--- config.mk ---
export PLATFORM = sky130hd
export DESIGN_NAME = trace_capture
export DESIGN_NICKNAME = d
export VERILOG_FILES = /design/src/rtl/trace_pkg.sv /design/src/rtl/trace_ctrl.sv /design/src/rtl/trace_dpath.sv /design/src/rtl/trace_capture.sv
export SDC_FILE = /design/constraint.sdc
export NUM_CORES = 1
export LEC_CHECK = 0
export CELL_PAD_IN_SITES_DETAIL_PLACEMENT = 0
export CELL_PAD_IN_SITES_GLOBAL_PLACEMENT = 2
export CORE_ASPECT_RATIO = 1.1
export CORE_MARGIN = 2
export CORE_UTILIZATION = 30
export CTS_CLUSTER_SIZE = 10
export DETAILED_ROUTE_END_ITERATION = 12
export GPL_TIMING_DRIVEN = 0
export PLACE_DENSITY = 0.65
export REMOVE_ABC_BUFFERS = 1
export SYNTH_ARGS = -nofsm -noshare
export SYNTH_HDL_FRONTEND = slang
export SYNTH_SLANG_ARGS = --single-unit
--- constraint.sdc ---
create_clock -name sampleClk -period 2.65 [get_ports sampleClk]
set_input_delay 0.3975 -clock sampleClk [delete_from_list [all_inputs] [get_ports sampleClk]]
set_output_delay 0.3975 -clock sampleClk [all_outputs]
set_load 0.05 [all_outputs]
--- src/rtl/trace_pkg.sv ---
package trace_pkg;

  typedef enum logic [1:0] {
    CAP_IDLE = 2'd0,
    CAP_PRE  = 2'd1,
    CAP_POST = 2'd2,
    CAP_DONE = 2'd3
  } capState_t;

  // Strobes from control to datapath
  typedef struct packed {
    logic clear;   // restart pointers and fill count
    logic write;   // store one sample this edge
  } capStrobe_t;

endpackage

--- src/rtl/trace_ctrl.sv ---
module trace_ctrl
  import trace_pkg::*;
#(
  parameter int DEPTH = 16,
  localparam int CW = $clog2(DEPTH) + 1
) (
  input  logic       clk,
  input  logic       rstN,
  input  logic       armReq,
  input  logic       triggerIn,
  input  logic [1:0] posSel,
  output capStrobe_t strobe,
  output logic       capturing,
  output logic       done
);

  localparam int PRE_NARROW = (DEPTH * 12) / 100;
  localparam int PRE_HALF   = DEPTH / 2;
  localparam int PRE_WIDE   = (DEPTH * 88) / 100;

  function automatic logic [CW-1:0] postFor(input logic [1:0] sel);
    case (sel)
      2'd0:    return CW'(DEPTH - PRE_NARROW);
      2'd2:    return CW'(DEPTH - PRE_WIDE);
      default: return CW'(DEPTH - PRE_HALF);
    endcase
  endfunction

  capState_t       state;
  logic [CW-1:0]   postTarget;
  logic [CW-1:0]   postCnt;

  always_ff @(posedge clk) begin
    if (!rstN) begin
      state      <= CAP_IDLE;
      postTarget <= '0;
      postCnt    <= '0;
    end else if (armReq) begin
      state      <= CAP_PRE;
      postTarget <= postFor(posSel);
      postCnt    <= '0;
    end else begin
      case (state)
        CAP_PRE: begin
          if (triggerIn) begin
            postCnt <= CW'(1);
            state   <= (postTarget == CW'(1)) ? CAP_DONE : CAP_POST;
          end
        end
        CAP_POST: begin
          postCnt <= postCnt + CW'(1);
          if (postCnt + CW'(1) == postTarget) state <= CAP_DONE;
        end
        default: ;
      endcase
    end
  end

  always_comb begin
    strobe.clear = armReq;
    strobe.write = !armReq && (state == CAP_PRE || state == CAP_POST);
  end

  assign capturing = (state == CAP_PRE) || (state == CAP_POST);
  assign done      = (state == CAP_DONE);

endmodule

--- src/rtl/trace_dpath.sv ---
module trace_dpath
  import trace_pkg::*;
#(
  parameter int WIDTH = 8,
  parameter int DEPTH = 16,
  localparam int AW = $clog2(DEPTH)
) (
  input  logic             clk,
  input  logic             rstN,
  input  capStrobe_t       strobe,
  input  logic [WIDTH-1:0] probeData,
  input  logic [AW-1:0]    rdAddr,
  output logic [WIDTH-1:0] rdData,
  output logic [AW:0]      validStart
);

  logic [WIDTH-1:0] sampleMem [DEPTH];
  logic [AW-1:0]    wrPtr;
  logic [AW:0]      fillCnt;

  always_ff @(posedge clk) begin
    if (strobe.write) sampleMem[wrPtr] <= probeData;
  end

  always_ff @(posedge clk) begin
    if (!rstN) begin
      wrPtr   <= '0;
      fillCnt <= '0;
    end else if (strobe.clear) begin
      wrPtr   <= '0;
      fillCnt <= '0;
    end else if (strobe.write) begin
      wrPtr <= wrPtr + AW'(1);
      if (fillCnt != (AW+1)'(DEPTH)) fillCnt <= fillCnt + (AW+1)'(1);
    end
  end

  // Oldest sample sits at the next write slot; offsets wrap modulo DEPTH
  always_ff @(posedge clk) begin
    rdData <= sampleMem[wrPtr + rdAddr];
  end

  assign validStart = (AW+1)'(DEPTH) - fillCnt;

endmodule

--- src/rtl/trace_capture.sv ---
module trace_capture
  import trace_pkg::*;
#(
  parameter int WIDTH = 8,
  parameter int DEPTH = 16,
  localparam int AW = $clog2(DEPTH)
) (
  input  logic             sampleClk,
  input  logic             rstN,
  input  logic             armReq,
  input  logic [1:0]       posSel,
  input  logic             triggerIn,
  input  logic [WIDTH-1:0] probeData,
  input  logic [AW-1:0]    rdAddr,
  output logic [WIDTH-1:0] rdData,
  output logic             capturing,
  output logic             done,
  output logic [AW:0]      validStart
);

  capStrobe_t strobe;

  trace_ctrl #(.DEPTH(DEPTH)) i_ctrl (
    .clk       (sampleClk),
    .rstN      (rstN),
    .armReq    (armReq),
    .triggerIn (triggerIn),
    .posSel    (posSel),
    .strobe    (strobe),
    .capturing (capturing),
    .done      (done)
  );

  trace_dpath #(.WIDTH(WIDTH), .DEPTH(DEPTH)) i_dpath (
    .clk        (sampleClk),
    .rstN       (rstN),
    .strobe     (strobe),
    .probeData  (probeData),
    .rdAddr     (rdAddr),
    .rdData     (rdData),
    .validStart (validStart)
  );

endmodule

**Word-level counts from Yosys, hierarchy flattened**

Memories as Yosys holds them, arrays and structs flattened. A register that Yosys moved wholly into a read port is not among the register bits.
Cells that the tools add are included.

- Latch bits: 0
- Memories kept: 1
- Memory bits (writable): 128
- Output and inout bits: 15
- Bits in read-only memories: 0
- Bits of input ports: 18
- Logic and storage cells: 45
- Register bits: 21

- Bitwise gates (word level): 1
- Multipliers: 0
- Reduce and logical (&&, ||, !) cells: 11
- Magnitude comparators: 0
- Equality and inequality tests: 11
- Shift-type cells: 0
- Mux-type cells: 10
- $add $sub $neg: 5
- Divide/modulo/power cells: 0

Memory list:

| memory | depth | width | rd ports | clocked after Yosys merged registers in | wr ports | RTL line | source |
|---|---|---|---|---|---|---|---|
| i_dpath.sampleMem | 16 | 8 | 1 | 1 | 1 | trace_dpath.sv:17 | `logic [WIDTH-1:0] sampleMem [DEPTH];` |

Operators by type and width:

| operator | number |
|---|---|
| $add 5x1->5 const B | 2 |
| $pmux 5 s2 | 1 |
| $pmux 4 s2 | 1 |
| $eq 2x2->1 const B | 3 |
| $reduce_and 3->1 | 2 |
| $eq 5x1->1 const B | 1 |
| $eq 5x5->1 | 1 |
| $mux 5 | 1 |
| $ne 5x5->1 const B | 1 |
| $sub 5x5->5 const A | 1 |
| $add 4x1->4 const B | 1 |
| $add 4x4->4 | 1 |
| $mux 1 | 4 |
| $mux 2 | 2 |
| $pmux 2 s2 | 1 |
| $reduce_and 2->1 | 2 |
| $ne 3x2->1 const B | 1 |
| $ne 3x3->1 const B | 1 |
| $reduce_bool 3->1 | 1 |
| $eq 2x1->1 const B | 1 |
| $logic_not 2->1 | 1 |
| $ne 2x1->1 const B | 1 |
| $ne 2x2->1 const B | 1 |
| $reduce_bool 2->1 | 1 |
| other kinds (5) | 5 |

**Logic depth before layout (Yosys ltp)**

- Word-level depth: 5
- Gate-level depth with buffers: 8
- Mapped depth without buffers: 8

**Hierarchy**

Synthesis repeated with hierarchy kept, for this count alone.

- Cell total of the unflattened synthesis: 468
- Area, all modules: 6,633.9 µm²

Modules (own cells, without submodules):

| module | area each (µm²) | seq. area each (µm²) | cells each | instances |
|---|---|---|---|---|
| trace_dpath | 6,009.5 | 4,184.0 | 395 | 1 |
| trace_ctrl | 624.3 | 200.2 | 73 | 1 |

**Worst setup path before layout**

No wires, ideal clock.

- Path kind: reg2reg
- Start point: register i_dpath.wrPtr[0]
- End point: register i_dpath.rdData[5], read port of i_dpath.sampleMem
- Cell stages (with the launch flop): 8
- Arrival: 2.056 ns
- Required time: 2.511 ns
- Library setup time: 0.139 ns
- Period minus slack after synthesis: 2.195 ns
- Slack: 0.455 ns
- Path through: dfxtp_1 > ha_1 > inv_1 > fa_1 > clkbuf_1 > mux4_2 > mux2i_1 > mux2i_1

- Cells in the longest elaborated chain, start to end: 1

Ends and longest elaborated chain:

| element | RTL line | source |
|---|---|---|
| from (decl) | trace_dpath.sv:18 | `logic [AW-1:0] wrPtr;` |
| from (signal assigned) | trace_dpath.sv:33 | `wrPtr <= wrPtr + AW'(1);` |
| $add 4x4->4 | trace_dpath.sv:40 | `rdData <= sampleMem[wrPtr + rdAddr];` |
| to (decl) | trace_dpath.sv:13 | `output logic [WIDTH-1:0] rdData,` |

Every way passes these cells.
A chain may end at the register's enable or synchronous reset.

**Final worst setup path**

- Start point: register i_dpath.fillCnt[0]
- End point: output port validStart[2]

- Cells in the longest elaborated chain, start to end: 1

Ends and longest elaborated chain:

| element | RTL line | source |
|---|---|---|
| from (decl) | trace_dpath.sv:19 | `logic [AW:0] fillCnt;` |
| from (signal assigned) | trace_dpath.sv:34 | `if (fillCnt != (AW+1)'(DEPTH)) fillCnt <= fillCnt + (AW+1)'(1);` |
| $sub 5x5->5 | trace_dpath.sv:43 | `assign validStart = (AW+1)'(DEPTH) - fillCnt;` |
| to (decl) | trace_capture.sv:18 | `output logic [AW:0] validStart` |

Every way passes these cells.

==> flow_summary.json <==
{
  "ys_ff_latch": 155,
  "final_cells": 699,
  "clockBufferDepth": 2,
  "ios": 33,
  "cellLeakagePower_uw": 0.00261,
  "initial_utilization_pct": 30.7,
  "power_uw": 6010,
  "slowest_stage": "clkdlybuf4s50_1",
  "rows": 55,
  "fillers": 1903,
  "fin_crit_ns": 2.51,
  "fin_skew_ns": 0.00898,
  "ir_drop_v": 0.000420,
  "dpl-instance-area_um2": 6990,
  "area_delta_synth_final_pct": 22.1,
  "numCtsBuffers": 17,
  "drt_wl_total_um": 12200,
  "crit_path_cell_trace": "inv_1 -> ha_1 -> xnor2_1 -> clkdlybuf4s50_1",
  "worstPathMaxFanout": 6,
  "diodes": 0,
  "synth_warnings": 0,
  "cts_hold_buffers": 0,
  "outcome": "complete, no violations",
  "cts_root_buf": "clkbuf_16",
  "fmaxAchievable_mhz": 398,
  "synth_top_area_share_pct": 60.5,
  "powerDensity_nw_per_um2": 774,
  "synthesis.area_um2": 6350,
  "avgRoutedWirePerCell_um": 17.4,
  "seq_area_frac_synth_pct": 69.0,
  "critPathKind": "reg2out",
  "grt_pass1_wl_um": 18600,
  "die_height_um": 157,
  "cts_tree": "yes",
  "fin_crit_sh_pct": 94.8,
  "synth_area_per_cell_um2": 18.0,
  "grt_pass1_vias": 3280,
  "hold_path.class": "reg2reg",
  "fin_area_um2": 7760,
  "gp_congestion": 0.763,
  "synth.area.top_cells": "edfxtp_1 (60%), mux4_2 (11%), dfxtp_1 (8.5%)",
  "overflow": 0,
  "vias_per_cell": 4.46,
  "crit_family": "buffers and inverters",
  "drc": 0,
  "hold_viol": 0,
  "critical_path_buf_inv_count": 2,
  "vias": 3119,
  "first_pass_iters": 4,
  "crit_arrival_ns": 2.11,
  "numPortBuffers": 32,
  "grt_usage_pct": 11.5,
  "maxSlewViolCount": 0,
  "die_x_um": 143,
  "synth_cell_types": 40,
  "antenna_found_initial": 0,
  "ant_nets": 0,
  "grt_max_degree": 23,
  "cts.sinks": 155,
  "drtIter0Drc": 132,
  "htree_levels": 4,
  "die_area_um2": 22400,
  "async_reset_ff_share_pct": 0,
  "drive_above_1_share_pct": 19.3,
  "synth_ff_type": "edfxtp_1",
  "start_kind": "flop",
  "setup_viol": 0,
  "relSlewSlack_pct": 49.4,
  "postLayoutCoreUtil_pct": 37.4,
  "dp_cells": 658,
  "worst_pin_slew_ns": 0.755,
  "clk_latency_ns": 0.42,
  "fin_nets": 434,
  "clkTransAtPathRegs_ns": 0.06,
  "synth_edf_count": 128,
  "rsz0062_at_grt": "no",
  "dp_hpwl_um": 7650,
  "place_ws_ns": -0.387,
  "cp_data_required_time_ns": 2.25,
  "crit_path_end_kind": "primary output",
  "synth_area_leader_cell": "edfxtp_1",
  "worst_slack_ns": 0.138,
  "slowest_delay_ns": 0.82,
  "drv_cap": 0,
  "core_area_um2": 20700,
  "synthCells": 353
}
==> cell usage in the layout (no fill, tap or decap), types with 5 or more instances in the layout <==
| cell type | Yosys | routed |
|---|---|---|
| and2_1 | 18 | 18 |
| buf_12 | 0 | 5 |
| buf_4 | 2 | 6 |
| bufinv_16 | 0 | 5 |
| clkbuf_16 | 0 | 17 |
| clkdlybuf4s50_1 | 0 | 30 |
| dfxtp_1 | 27 | 27 |
| edfxtp_1 | 128 | 128 |
| ha_1 | 14 | 13 |
| inv_1 | 12 | 12 |
| mux2i_1 | 27 | 27 |
| mux4_2 | 32 | 32 |
| nand2_1 | 6 | 6 |
| nor2_1 | 12 | 12 |
| o21ai_0 | 5 | 5 |
| xnor2_1 | 8 | 8 |
| xor2_1 | 6 | 6 |
==> registers in the layout (all words and copies together), names as in the netlist <==
name,cells
i_ctrl.postTarget,3
i_ctrl.postCnt,5
i_dpath.wrPtr,4
i_dpath.fillCnt,5
i_dpath.sampleMem,128
i_dpath.rdData,8
i_ctrl.state,2
==> worst paths after layout <==
path                                                       from                               to  slack (ns)  cells after the start
worst max-delay path            i_dpath.fillCnt[0]$_SDFFE_PP0P_                    validStart[2]        0.14                      4
worst min-delay path            i_dpath.fillCnt[4]$_SDFFE_PP0P_  i_dpath.fillCnt[4]$_SDFFE_PP0P_        0.52                      2
worst max register to register    i_dpath.wrPtr[0]$_SDFFE_PP0P_        i_dpath.rdData[1]$_DFF_P_        0.24                      7
worst min register to register  i_dpath.fillCnt[4]$_SDFFE_PP0P_  i_dpath.fillCnt[4]$_SDFFE_PP0P_        0.52                      2
==> report_power, final <==
| part | internal (uW) | switching, uW | total, uW |
|---|---|---|---|
| registers | 2680 | 18.0 | 2700 |
| clock network | 1690 | 1010 | 2710 |
| logic | 271 | 334 | 605 |
| total | 4640 | 1360 | 6010 |
==> per-layer routing <==
metal  global-route usage [%]  wire [um]
met5                        0          0
met4                     4.10        160
met2                     19.3       6020
met3                     3.37        552
met1                     14.3       5410
==> cells by family (layout without fill, tap and decap cells) <==
| logic type | count (synthesis) | after routing | share of synthesized area, % |
|---|---|---|---|
| flops | 155 | 155 | 69.0 |
| simple gates | 61 | 61 | 5.51 |
| mux | 59 | 59 | 15.6 |
| buf+inv | 26 | 87 | 2.19 |
| compound gates | 21 | 21 | 2.21 |
| xor+xnor | 16 | 16 | 2.44 |
| fa+ha+maj | 15 | 15 | 3.07 |
==> cells in the mapped netlist (3+ instances only) <==
cell type  number
edfxtp_1      128
mux4_2         32
dfxtp_1        27
mux2i_1        27
and2_1         18
ha_1           14
inv_1          12
nor2_1         12
xnor2_1         8
nand2_1         6
xor2_1          6
clkbuf_1        5
o21ai_0         5
a21oi_1         4
buf_6           4
nor2b_1         4
nor3_1          4
nor4b_1         4
a31oi_1         3
buf_2           3
nand4_1         3
==> what timing repair did <==
item                       in CTS  in global routing
setup endpoints to repair       2                  3
pin swaps                       0                  2
setup buffers                   0                  9
resized for setup               2                  0
==> metrics by stage <==
step	setup TNS, ns	hold WS, ns
detailed placement	-2.54	0.512
global route	0	0.561
global placement	-10.24	0.502
finish	0	0.524
CTS	0	0.537
floorplan	-0.390	0.474
==> tightest hold or removal path, stage by stage (launching register included) <==
cell and delay (ns):
dfxtp_1 0.35, xor2_1 0.07, nor2_1 0.07
==> layout make-up <==
| class | instances | area (um^2) | share of cell area (%) |
|---|---|---|---|
| Multi-Input combinational cell | 172 | 1850 | 23.8 |
| Clock buffer | 17 | 425 | 5.48 |
| Clock inverter | 15 | 234 | 3.02 |
| Inverter | 12 | 45.0 | 0.581 |
| Sequential cell | 155 | 4380 | 56.5 |
| Timing Repair Buffer | 43 | 463 | 5.97 |
| Tap cell | 285 | 357 | 4.60 |
Power figures use the tool's default switching activity.
